## src/rtl/irq_flag_ctl.sv

```systemverilog
`timescale 1ns/1ps
module irq_flag_ctl #(
  parameter int          ADDR_W     = 6,
  parameter int          VEC_W      = 12,
  parameter int          EXT_BIT    = 6,
  parameter int          TMR_BIT    = 1,
  parameter logic [5:0]  EMASK_ADDR = 6'h3B,
  parameter logic [5:0]  EFLAG_ADDR = 6'h3A,
  parameter logic [5:0]  TMASK_ADDR = 6'h39
) (
  input  logic              clk,
  input  logic              rst_n,
  input  logic [ADDR_W-1:0] bus_addr,
  input  logic              bus_we,
  input  logic [7:0]        bus_wdata,
  output logic [7:0]        bus_rdata,
  input  logic              pin_in,
  input  logic [1:0]        sense_mode,
  input  logic              glob_ie,
  input  logic              tmr_ovf_flag,
  input  logic              irq_ack,
  output logic              irq_req,
  output logic [VEC_W-1:0]  irq_vec
);
  localparam logic [VEC_W-1:0] EXT_VEC = VEC_W'(1);
  localparam logic [VEC_W-1:0] TMR_VEC = VEC_W'(2);

  logic sync_a, sync_b, pin_prev;
  logic ext_en, ext_flag, tmr_en;
  logic pin_event, ext_req, tmr_req, ext_take, wr_clear;

  always_ff @(posedge clk or negedge rst_n)
    if (!rst_n) begin
      sync_a   <= 1'b1;
      sync_b   <= 1'b1;
      pin_prev <= 1'b1;
    end else begin
      sync_a   <= pin_in;
      sync_b   <= sync_a;
      pin_prev <= sync_b;
    end

  always_comb
    case (sense_mode)
      2'b00:   pin_event = ~sync_b;
      2'b10:   pin_event = pin_prev & ~sync_b;
      2'b11:   pin_event = ~pin_prev & sync_b;
      default: pin_event = 1'b0;
    endcase

  assign ext_req  = ext_flag & ext_en & glob_ie;
  assign tmr_req  = tmr_ovf_flag & tmr_en & glob_ie;
  assign irq_req  = ext_req | tmr_req;
  assign irq_vec  = ext_req ? EXT_VEC : (tmr_req ? TMR_VEC : '0);
  assign ext_take = irq_ack & ext_req;
  assign wr_clear = bus_we && bus_addr == EFLAG_ADDR && bus_wdata[EXT_BIT];

  always_ff @(posedge clk or negedge rst_n)
    if (!rst_n) begin
      ext_en   <= 1'b0;
      tmr_en   <= 1'b0;
      ext_flag <= 1'b0;
    end else begin
      if (bus_we && bus_addr == EMASK_ADDR) ext_en <= bus_wdata[EXT_BIT];
      if (bus_we && bus_addr == TMASK_ADDR) tmr_en <= bus_wdata[TMR_BIT];
      if (pin_event)                    ext_flag <= 1'b1;
      else if (wr_clear || ext_take)    ext_flag <= 1'b0;
    end

  always_comb
    if (bus_addr == EMASK_ADDR)      bus_rdata = 8'({7'b0, ext_en}   << EXT_BIT);
    else if (bus_addr == EFLAG_ADDR) bus_rdata = 8'({7'b0, ext_flag} << EXT_BIT);
    else if (bus_addr == TMASK_ADDR) bus_rdata = 8'({7'b0, tmr_en}   << TMR_BIT);
    else                             bus_rdata = 8'h00;
endmodule


```

## config.mk

```make
export PLATFORM = sky130hd
export DESIGN_NAME = irq_flag_ctl
export DESIGN_NICKNAME = d
export VERILOG_FILES = /design/src/rtl/irq_flag_ctl.sv
export SDC_FILE = /design/constraint.sdc
export NUM_CORES = 1
export LEC_CHECK = 0
export BUFFER_PORTS_ARGS = -buffer_cell sky130_fd_sc_hd__buf_2
export CAP_MARGIN = 20
export CELL_PAD_IN_SITES_DETAIL_PLACEMENT = 0
export CELL_PAD_IN_SITES_GLOBAL_PLACEMENT = 2
export CORE_AREA = 2 2 58 60
export CTS_CLUSTER_DIAMETER = 150
export DETAILED_ROUTE_END_ITERATION = 10
export DIE_AREA = 0 0 60 62
export HOLD_SLACK_MARGIN = 0.08
export PLACE_DENSITY = 0.8
export REMOVE_ABC_BUFFERS = 1
export SLEW_MARGIN = 20
export SYNTH_ARGS = -nofsm -noshare
export SYNTH_HDL_FRONTEND = slang
export SYNTH_SLANG_ARGS = --single-unit
```

## constraint.sdc

```tcl
create_clock -name clk -period 1 [get_ports clk]
set_clock_uncertainty 0.1 [all_clocks]
set_input_delay 0.2 -clock clk [delete_from_list [all_inputs] [get_ports clk]]
set_output_delay 0.2 -clock clk [all_outputs]
set_load 0.005 [all_outputs]
```

Word level (Yosys, flattened, before mapping)

Index checks and enable logic that the tools add are counted.

Bits in registers: 6
Bits of input ports: 23
Output and inout bits: 21
Word-level logic and storage cells: 36

Equal/unequal tests: 5
Multiplexer cells: 8
Bitwise gates (word level): 10
Reduce and logical (&&, ||, !) cells: 7

Operators by type and width:

| operator                             | count |
|---|---|
| 6-bit == test, second input constant | 3 |
| 8-bit two-way mux                    | 2 |
| 1-bit bitwise AND                    | 7 |
| 2-bit two-way mux                    | 3 |
| 2-bit == test, second input constant | 2 |
| 1-bit logical AND                    | 4 |
| 1-bit case mux with 3 select lines   | 1 |
| 2-bit logical NOT                    | 1 |
| 1-bit two-way mux                    | 2 |
| 1-bit inverter                       | 2 |
| 2-bit nonzero test                   | 1 |
| 1-bit logical OR                     | 1 |
| 1-bit OR                             | 1 |

Logic depth before layout (Yosys ltp)

Gate-level depths: netlist of the first run.

Word-level depth: 6
Depth in mapped cells: 3

Least setup slack after synthesis of the first run

No wires, ideal clock.

Path type: in2reg
From: input port bus_addr[2]
To: register tmr_en
Setup time: 0.125 ns
Arrival time: 0.870 ns
Path slack: -0.095 ns
Stages on the path: 3
Path buffers: 0
Cell sequence: nand4b_4 nor3_2 mux2_2

Longest elaborated chain between the ends: 2

Ends and longest elaborated chain:

| item                 | line | RTL |
|---|---|---|
| start, declared      | 13   | `input logic [ADDR_W-1:0] bus_addr,` |
| 6-bit == test        | 65   | `if (bus_we && bus_addr == TMASK_ADDR) tmr_en <= bus_wdata[TMR_BIT];` |
| 1-bit logical AND    | 65   |  |
| end signal, assigned | 65   |  |
| end, declared        | 29   | `logic ext_en, ext_flag, tmr_en;` |

No other way between the ends.
A chain may end at the register's enable or synchronous reset.

Worst setup path in the final report of the first run

From: register ext_flag
To: output port irq_req

Longest elaborated chain between the ends: 3

Ends and longest elaborated chain:

| item                           | line | RTL |
|---|---|---|
| start, declared                | 29   |  |
| start signal, assigned         | 62   | `ext_flag <= 1'b0;` |
| start signal, assigned         | 66   | `if (pin_event) ext_flag <= 1'b1;` |
| start signal, assigned         | 67   | `else if (wr_clear \|\| ext_take) ext_flag <= 1'b0;` |
| 1-bit bitwise AND (2 in a row) | 51   | `assign ext_req = ext_flag & ext_en & glob_ie;` |
| 1-bit OR                       | 53   | `assign irq_req = ext_req \| tmr_req;` |
| end, declared                  | 22   | `output logic irq_req,` |

No other way between the ends.

==> results of run 1 <==
## kinds of logic (layout without fill, tap and decap cells)
family | Yosys count | in the layout
buf+inv | 18 | 31
simple gates | 16 | 16
flops | 6 | 6
compound gates | 3 | 3
mux | 3 | 3
other cells | 1 | 16
## metrics by stage
step	hold WS (ns)	TNS [ns]	utilization	cell area (µm²)
floorplan	-0.1956	-0.1451	-	376.6
global placement	-0.07307	-0.9890	0.1720	546.8
detailed placement	-0.06570	-1.020	0.1720	546.8
CTS	0.09020	-1.593	0.1881	598.1
global route	0.09040	-1.993	0.2003	636.9
finish	0.09261	-1.555	0.2003	636.9
## how the worst max path moves through the flow
stage	start	end	slack (ns)	depth (start not counted)
after floorplan	bus_addr[2]	tmr_en	-0.09	3
after global placement	bus_addr[2]	tmr_en	-0.22	4
after detailed placement	bus_addr[2]	tmr_en	-0.23	4
after CTS	ext_flag	irq_req	-0.39	3
after global routing	ext_en	bus_rdata[6]	-0.45	3
final	ext_flag	irq_req	-0.37	3
## routing by layer
| metal | track usage | routed length [µm] | vias up |
|---|---|---|---|
| met5 | 0 | 0 | - |
| met4 | 0.02857 | 7 | 0 |
| met3 | 0.03313 | 119 | 2 |
| met2 | 0.06211 | 371 | 28 |
| met1 | 0.05521 | 372 | 177 |
| li1 | - | - | 182 |
## synthesized netlist by cell type, drive strengths merged
library cell and n:
buf 17, nand2b 1, dfrtp 3, nand4b 2, o211ai 1, nor3 2
dfstp 3, nand2 3, nor3b 1, mux2 2, nand3 3, o311ai 1
nor2 3, o21ai 1, and3 1, conb 1, inv 1, mux2i 1
## cell type report
type | count | share of cell area
inverters | 1 | 0.005894
well taps | 46 | 0.09037
clock buffers | 4 | 0.04126
flip-flops and latches | 6 | 0.2417
repair buffers | 26 | 0.2417
multi-input cells | 38 | 0.3792
## report_power, final
part	leakage (nW)	switching, W	internal [W]
Clock	0.0150	0.0000911	0.000151
Sequential	0.0672	0.0000142	0.000268
Combinational	0.234	0.0000708	0.0000840
## registers in the layout, indices dropped and copies added (netlist names)
name      count
pin_prev      1
sync_b        1
sync_a        1
ext_en        1
ext_flag      1
tmr_en        1
## what timing repair did
action,CTS,global route
endpoints found under the hold margin,7,0
setup buffers,0,2
hold buffers,2,0
setup endpoints to repair,6,7
resized for setup,2,4
pin swaps,2,3
==> reports/qor.yml, run 1 <==
violations: "negative setup slack"
tritoncts.num_buffers: 3
power_per_cell_area_mw_per_mm2: 1067
initial_utilization: 0.1409
ff_latch_area_um2: 153.9
power.static_leakage_nw: 0.3159
vias_per_cell: 3.215
synth-compound-area-share: 0.04749
dominant_combinational_cell_family_by_area_after_synthesis: "buffers and inverters"
final_net_count: 99
avgRoutedWirePerCell_um: 7.198
synth_adder_area_share: 0
hold_path_startpoint: "bus_wdata[1]"
postRouteWirelength_um: 871
worst_path_largest_cell_delay_ns: 0.39
pin_count: 44
synthesis.area_um2: 447.9
via_count_of_the_first_global_routing_pass: 295
firstDrtPassIters: 2
gr-total-overflow: 0
clk-insertion-delay-late_ns: 0.25
yosys-mux-area-fraction: 0.07263
root_buffer: "sky130_fd_sc_hd__clkbuf_4"
criticalPathCategory: "reg -> out"
synthDistinctLibCells: 20
detail_route.iter0.violations: 26
synth-seq-area-share: 0.3436
synthDominantAreaCellType: "sky130_fd_sc_hd__buf_4"
achievable-frequency_ghz: 0.7304
cts.clk_slew.worst_paths_ns: 0.05
worst_hold_path.endpoint: "tmr_en"
grt_first_pass_wirelength_mm: 1.214
min_period_over_period: 1.369
simple_gate_share_of_the_synthesized_area: 0.2346
timing.critical_path.required_ns: 0.70
post_synth_xor_area_fraction: 0
critical_path.startpoint_type: "register"
setup_viol_count_final: 6
critPathBufInv: 1
die_height_um: 62
design.die.area_mm2: 0.003720
finalNonFillerCells: 121
worstReg2RegEnd: "ext_flag"
detail_route.drc_violations: 0
drive_above_1_share: 0.5067
run_status: "complete, but fails checks"
crit_arrival_ns: 1.07
pre_cts_slack_ns: -0.2296
place.port_buffers: 21
cts-root-to-sink-buffers: 2
synthTopCellsByArea: "sky130_fd_sc_hd__buf_4 (28%), sky130_fd_sc_hd__dfstp_2 (18%), sky130_fd_sc_hd__dfrtp_1 (17%)"
core.rowCount: 21
residual_antenna_violating_net_count_after_detailed_routing: 0
avgSynthCellArea_um2: 9.530
slew_viol_final: 0
ys.warnings.count: 0
ys_ff_latch: 6
finalHoldViolCount: 0
rr_worst_depth: 4
crit_family: "flip-flops"
crit_path_max_fanout: 3
post_synth_inst_count: 47
cts_tree: "built"
timing.hold.worst.class: "in -> reg"
crit_slowest_cell: "sky130_fd_sc_hd__dfrtp_1"
final_period_minus_worst_setup_slack_ns: 1.369
gpl.final_weighted_congestion: 0.6640
grt_max_degree: 7
timing.critical_path.to_type: "output port"
multi_input_comb_area_um2: 241.5
peakVddDrop_uv: 567.8
clock_sinks: 6
max_cap_violations: 0
layout_common_cells: "sky130_fd_sc_hd__buf_2 (20), sky130_fd_sc_hd__conb_1 (16)"
grt_antenna_before_repair: 0
setup_slack_ns: -0.3691
rsz0062_at_grt: "true"
timing.reg2reg.setup_slack_ns: -0.05
min_path_cells: 2
insertedDiodeCount: 0
core_mm2: 0.003179
die_w_um: 60
final_common_cell: "sky130_fd_sc_hd__buf_2"
via_count: 389
fillCellCount: 359
post-synth-top-area-fraction: 0.2849
report.power.total_w: 0.0006798
dp_cells: 113
detailedPlacementHpwl_um: 717.7
rr_startpoint: "ext_en"
crit_chain: "and3_4 -> nand2b_4 -> buf_6"
syn2layout_area_growth_pct: 42.18
track_usage: 0.04721
cts_max_level: 1
(Power assumes the default switching activity.)
==> inputs of run 2 (changes only) <==
Settings changed: CELL_PAD_IN_SITES_DETAIL_PLACEMENT 0 to 1, CELL_PAD_IN_SITES_GLOBAL_PLACEMENT 2 to 1, CORE_AREA 2 2 58 60 to 2 2 51 53, DIE_AREA 0 0 60 62 to 0 0 53 55, PLACE_DENSITY 0.8 to 0.79, TNS_END_PERCENT set to 1.
==> reports/qor.yml, run 2 (same netlist as run 1, synthesis figures left out) <==
crit_arrival_ns: 1.07  # about the same
finalNonFillerCells: 105  # -13%
final_net_count: 99  # unchanged
timing.critical_path.required_ns: 0.70  # about the same
insertedDiodeCount: 0  # unchanged
detailedPlacementHpwl_um: 849.1  # +18%
detail_route.drc_violations: 0  # unchanged
die_w_um: 53  # -12%
core.rowCount: 18  # -14%
clock_sinks: 6  # unchanged
timing.critical_path.to_type: "output port"
fin_hold_ws_ns: 0.1016  # +0.008999 ns
power.static_leakage_nw: 0.3172  # +0.43%
design.die.area_mm2: 0.002915  # -22%
timing.critical_path.from: "ext_flag"
postRouteWirelength_um: 985  # +13%
tritoncts.num_buffers: 3  # unchanged
detail_route.iter0.violations: 1  # -96%
min_period_over_period: 1.370  # about the same
pwr-share-seq: 0.421  # +0.005
tns_ns: -1.533  # +0.02166 ns
rsz0062_at_grt: "true"
initial_utilization: 0.1894  # +0.04853
pwr-share-clk: 0.365  # +0.008
root_buffer: "sky130_fd_sc_hd__clkbuf_4"
share_comb_of_total_power: 0.214  # -0.014
final_common_cell: "sky130_fd_sc_hd__buf_2"
peakVddDrop_uv: 449.1  # -21%
rr_worst_depth: 4  # unchanged
pin_count: 44  # unchanged
setup_viol_count_final: 6  # unchanged
residual_antenna_violating_net_count_after_detailed_routing: 0  # unchanged
core_mm2: 0.002365  # -26%
grt_first_pass_wirelength_mm: 1.469  # +21%
dp_cells: 97  # -14%
run_status: "complete, but fails checks"
final_period_minus_worst_setup_slack_ns: 1.370  # +0.001290 ns
layout_common_cells: "sky130_fd_sc_hd__buf_2 (21), sky130_fd_sc_hd__conb_1 (16)"
grt_max_degree: 7  # unchanged
syn2layout_area_growth_pct: 34.92
p_sw_frac: 0.2639  # +0.004844
cts_tree: "built"
gr-total-overflow: 0  # unchanged
violations: "negative setup slack"
rr_startpoint: "ext_en"
setup_slack_ns: -0.3704  # -0.001290 ns
via_count: 389  # unchanged
power_per_cell_area_mw_per_mm2: 1111  # +4.1%
grt_antenna_before_repair: 0  # unchanged
finalHoldViolCount: 0  # unchanged
via_count_of_the_first_global_routing_pass: 366  # +24%
firstDrtPassIters: 4  # +2
int_power_w: 0.0004945  # -1.8%
report.power.total_w: 0.0006717  # -1.2%
fillCellCount: 299  # -17%
critPathCapture: "irq_req"
place.port_buffers: 21  # unchanged
max_cap_violations: 0  # unchanged
cts.clk_slew.worst_paths_ns: 0.05  # about the same
multi_input_comb_area_um2: 235.2  # -2.6%
die_height_um: 55  # -11%
worstReg2RegEnd: "ext_flag"
track_usage: 0.07507  # +0.02787
criticalPathCategory: "reg -> out"
critical_path.startpoint_type: "register"
ff_latch_area_um2: 153.9  # unchanged
crit_path_max_fanout: 3  # unchanged
gpl.final_weighted_congestion: 0.8135  # +23%
cts-root-to-sink-buffers: 2  # unchanged
timing.hold.worst.class: "in -> reg"
vias_per_cell: 3.705  # +15%
power.switching_w: 0.0001772  # +0.65%
timing.reg2reg.setup_slack_ns: -0.04  # about the same
avgRoutedWirePerCell_um: 9.381  # +30%
achievable-frequency_ghz: 0.7297  # about the same
slew_viol_final: 0  # unchanged
drive_above_1_share: 0.4800  # -0.02667
clk-insertion-delay-late_ns: 0.25  # about the same
cts_max_level: 1  # unchanged
[run 2: stage by stage]
step,area [µm²],setup slack [ns],utilization
4_1_cts,583.1,-0.3850,0.2466
3_3_place_gp,526.8,-0.2175,0.2228
6_report,604.3,-0.3704,0.2556
2_1_floorplan,376.6,-0.09469,-
5_1_grt,604.3,-0.4212,0.2556
3_5_place_dp,526.8,-0.2553,0.2228
[run 2: repair_timing]
| action | in CTS | in global routing |
|---|---|---|
| hold buffers | 2 | 0 |
| setup endpoints to repair | 6 | 7 |
| buffers inserted | 0 | 2 |
| endpoints found under the hold margin | 7 | 0 |
| pin swaps | 2 | 2 |
| gates resized for setup | 3 | 1 |
[run 2: critical path, stage by stage (launching register included)]
cell                       delay, ns
sky130_fd_sc_hd__dfrtp_1        0.39
sky130_fd_sc_hd__and3_4         0.18
sky130_fd_sc_hd__nand2b_1       0.13
sky130_fd_sc_hd__buf_2          0.12
[run 2: layout make-up]
type | count | area share
well taps | 30 | 0.06211
inverters | 1 | 0.006211
flip-flops and latches | 6 | 0.2547
multi-input cells | 38 | 0.3892
repair buffers | 26 | 0.2443
clock buffers | 4 | 0.04348
[run 2: per-layer routing]
layer / track usage / routed length [µm]
met1: 0.06383 / 321
met3: 0.04839 / 78
met4: 0.01282 / 0
met5: 0 / 0
met2: 0.1479 / 584
[run 2: power groups by stage]
stage / clock, W / sequential (W) / combinational [W]
finish: 0.000245 / 0.000283 / 0.000143
global route: 0.000284 / 0.000286 / 0.000163
CTS: 0.000256 / 0.000283 / 0.000131
detailed placement: 0 / 0.000286 / 0.000120
global placement: 0 / 0.000286 / 0.000114
floorplan: 0 / 0.000281 / 0.0000540
[run 2: worst min path at each step]
stage	startpoint	end	depth (start not counted)
after global placement	rst_n	ext_flag	1
after floorplan	rst_n	ext_en	0
final	bus_wdata[6]	ext_en	2
after CTS	bus_wdata[6]	ext_en	2
after detailed placement	rst_n	ext_en	1
after global routing	bus_wdata[1]	tmr_en	2
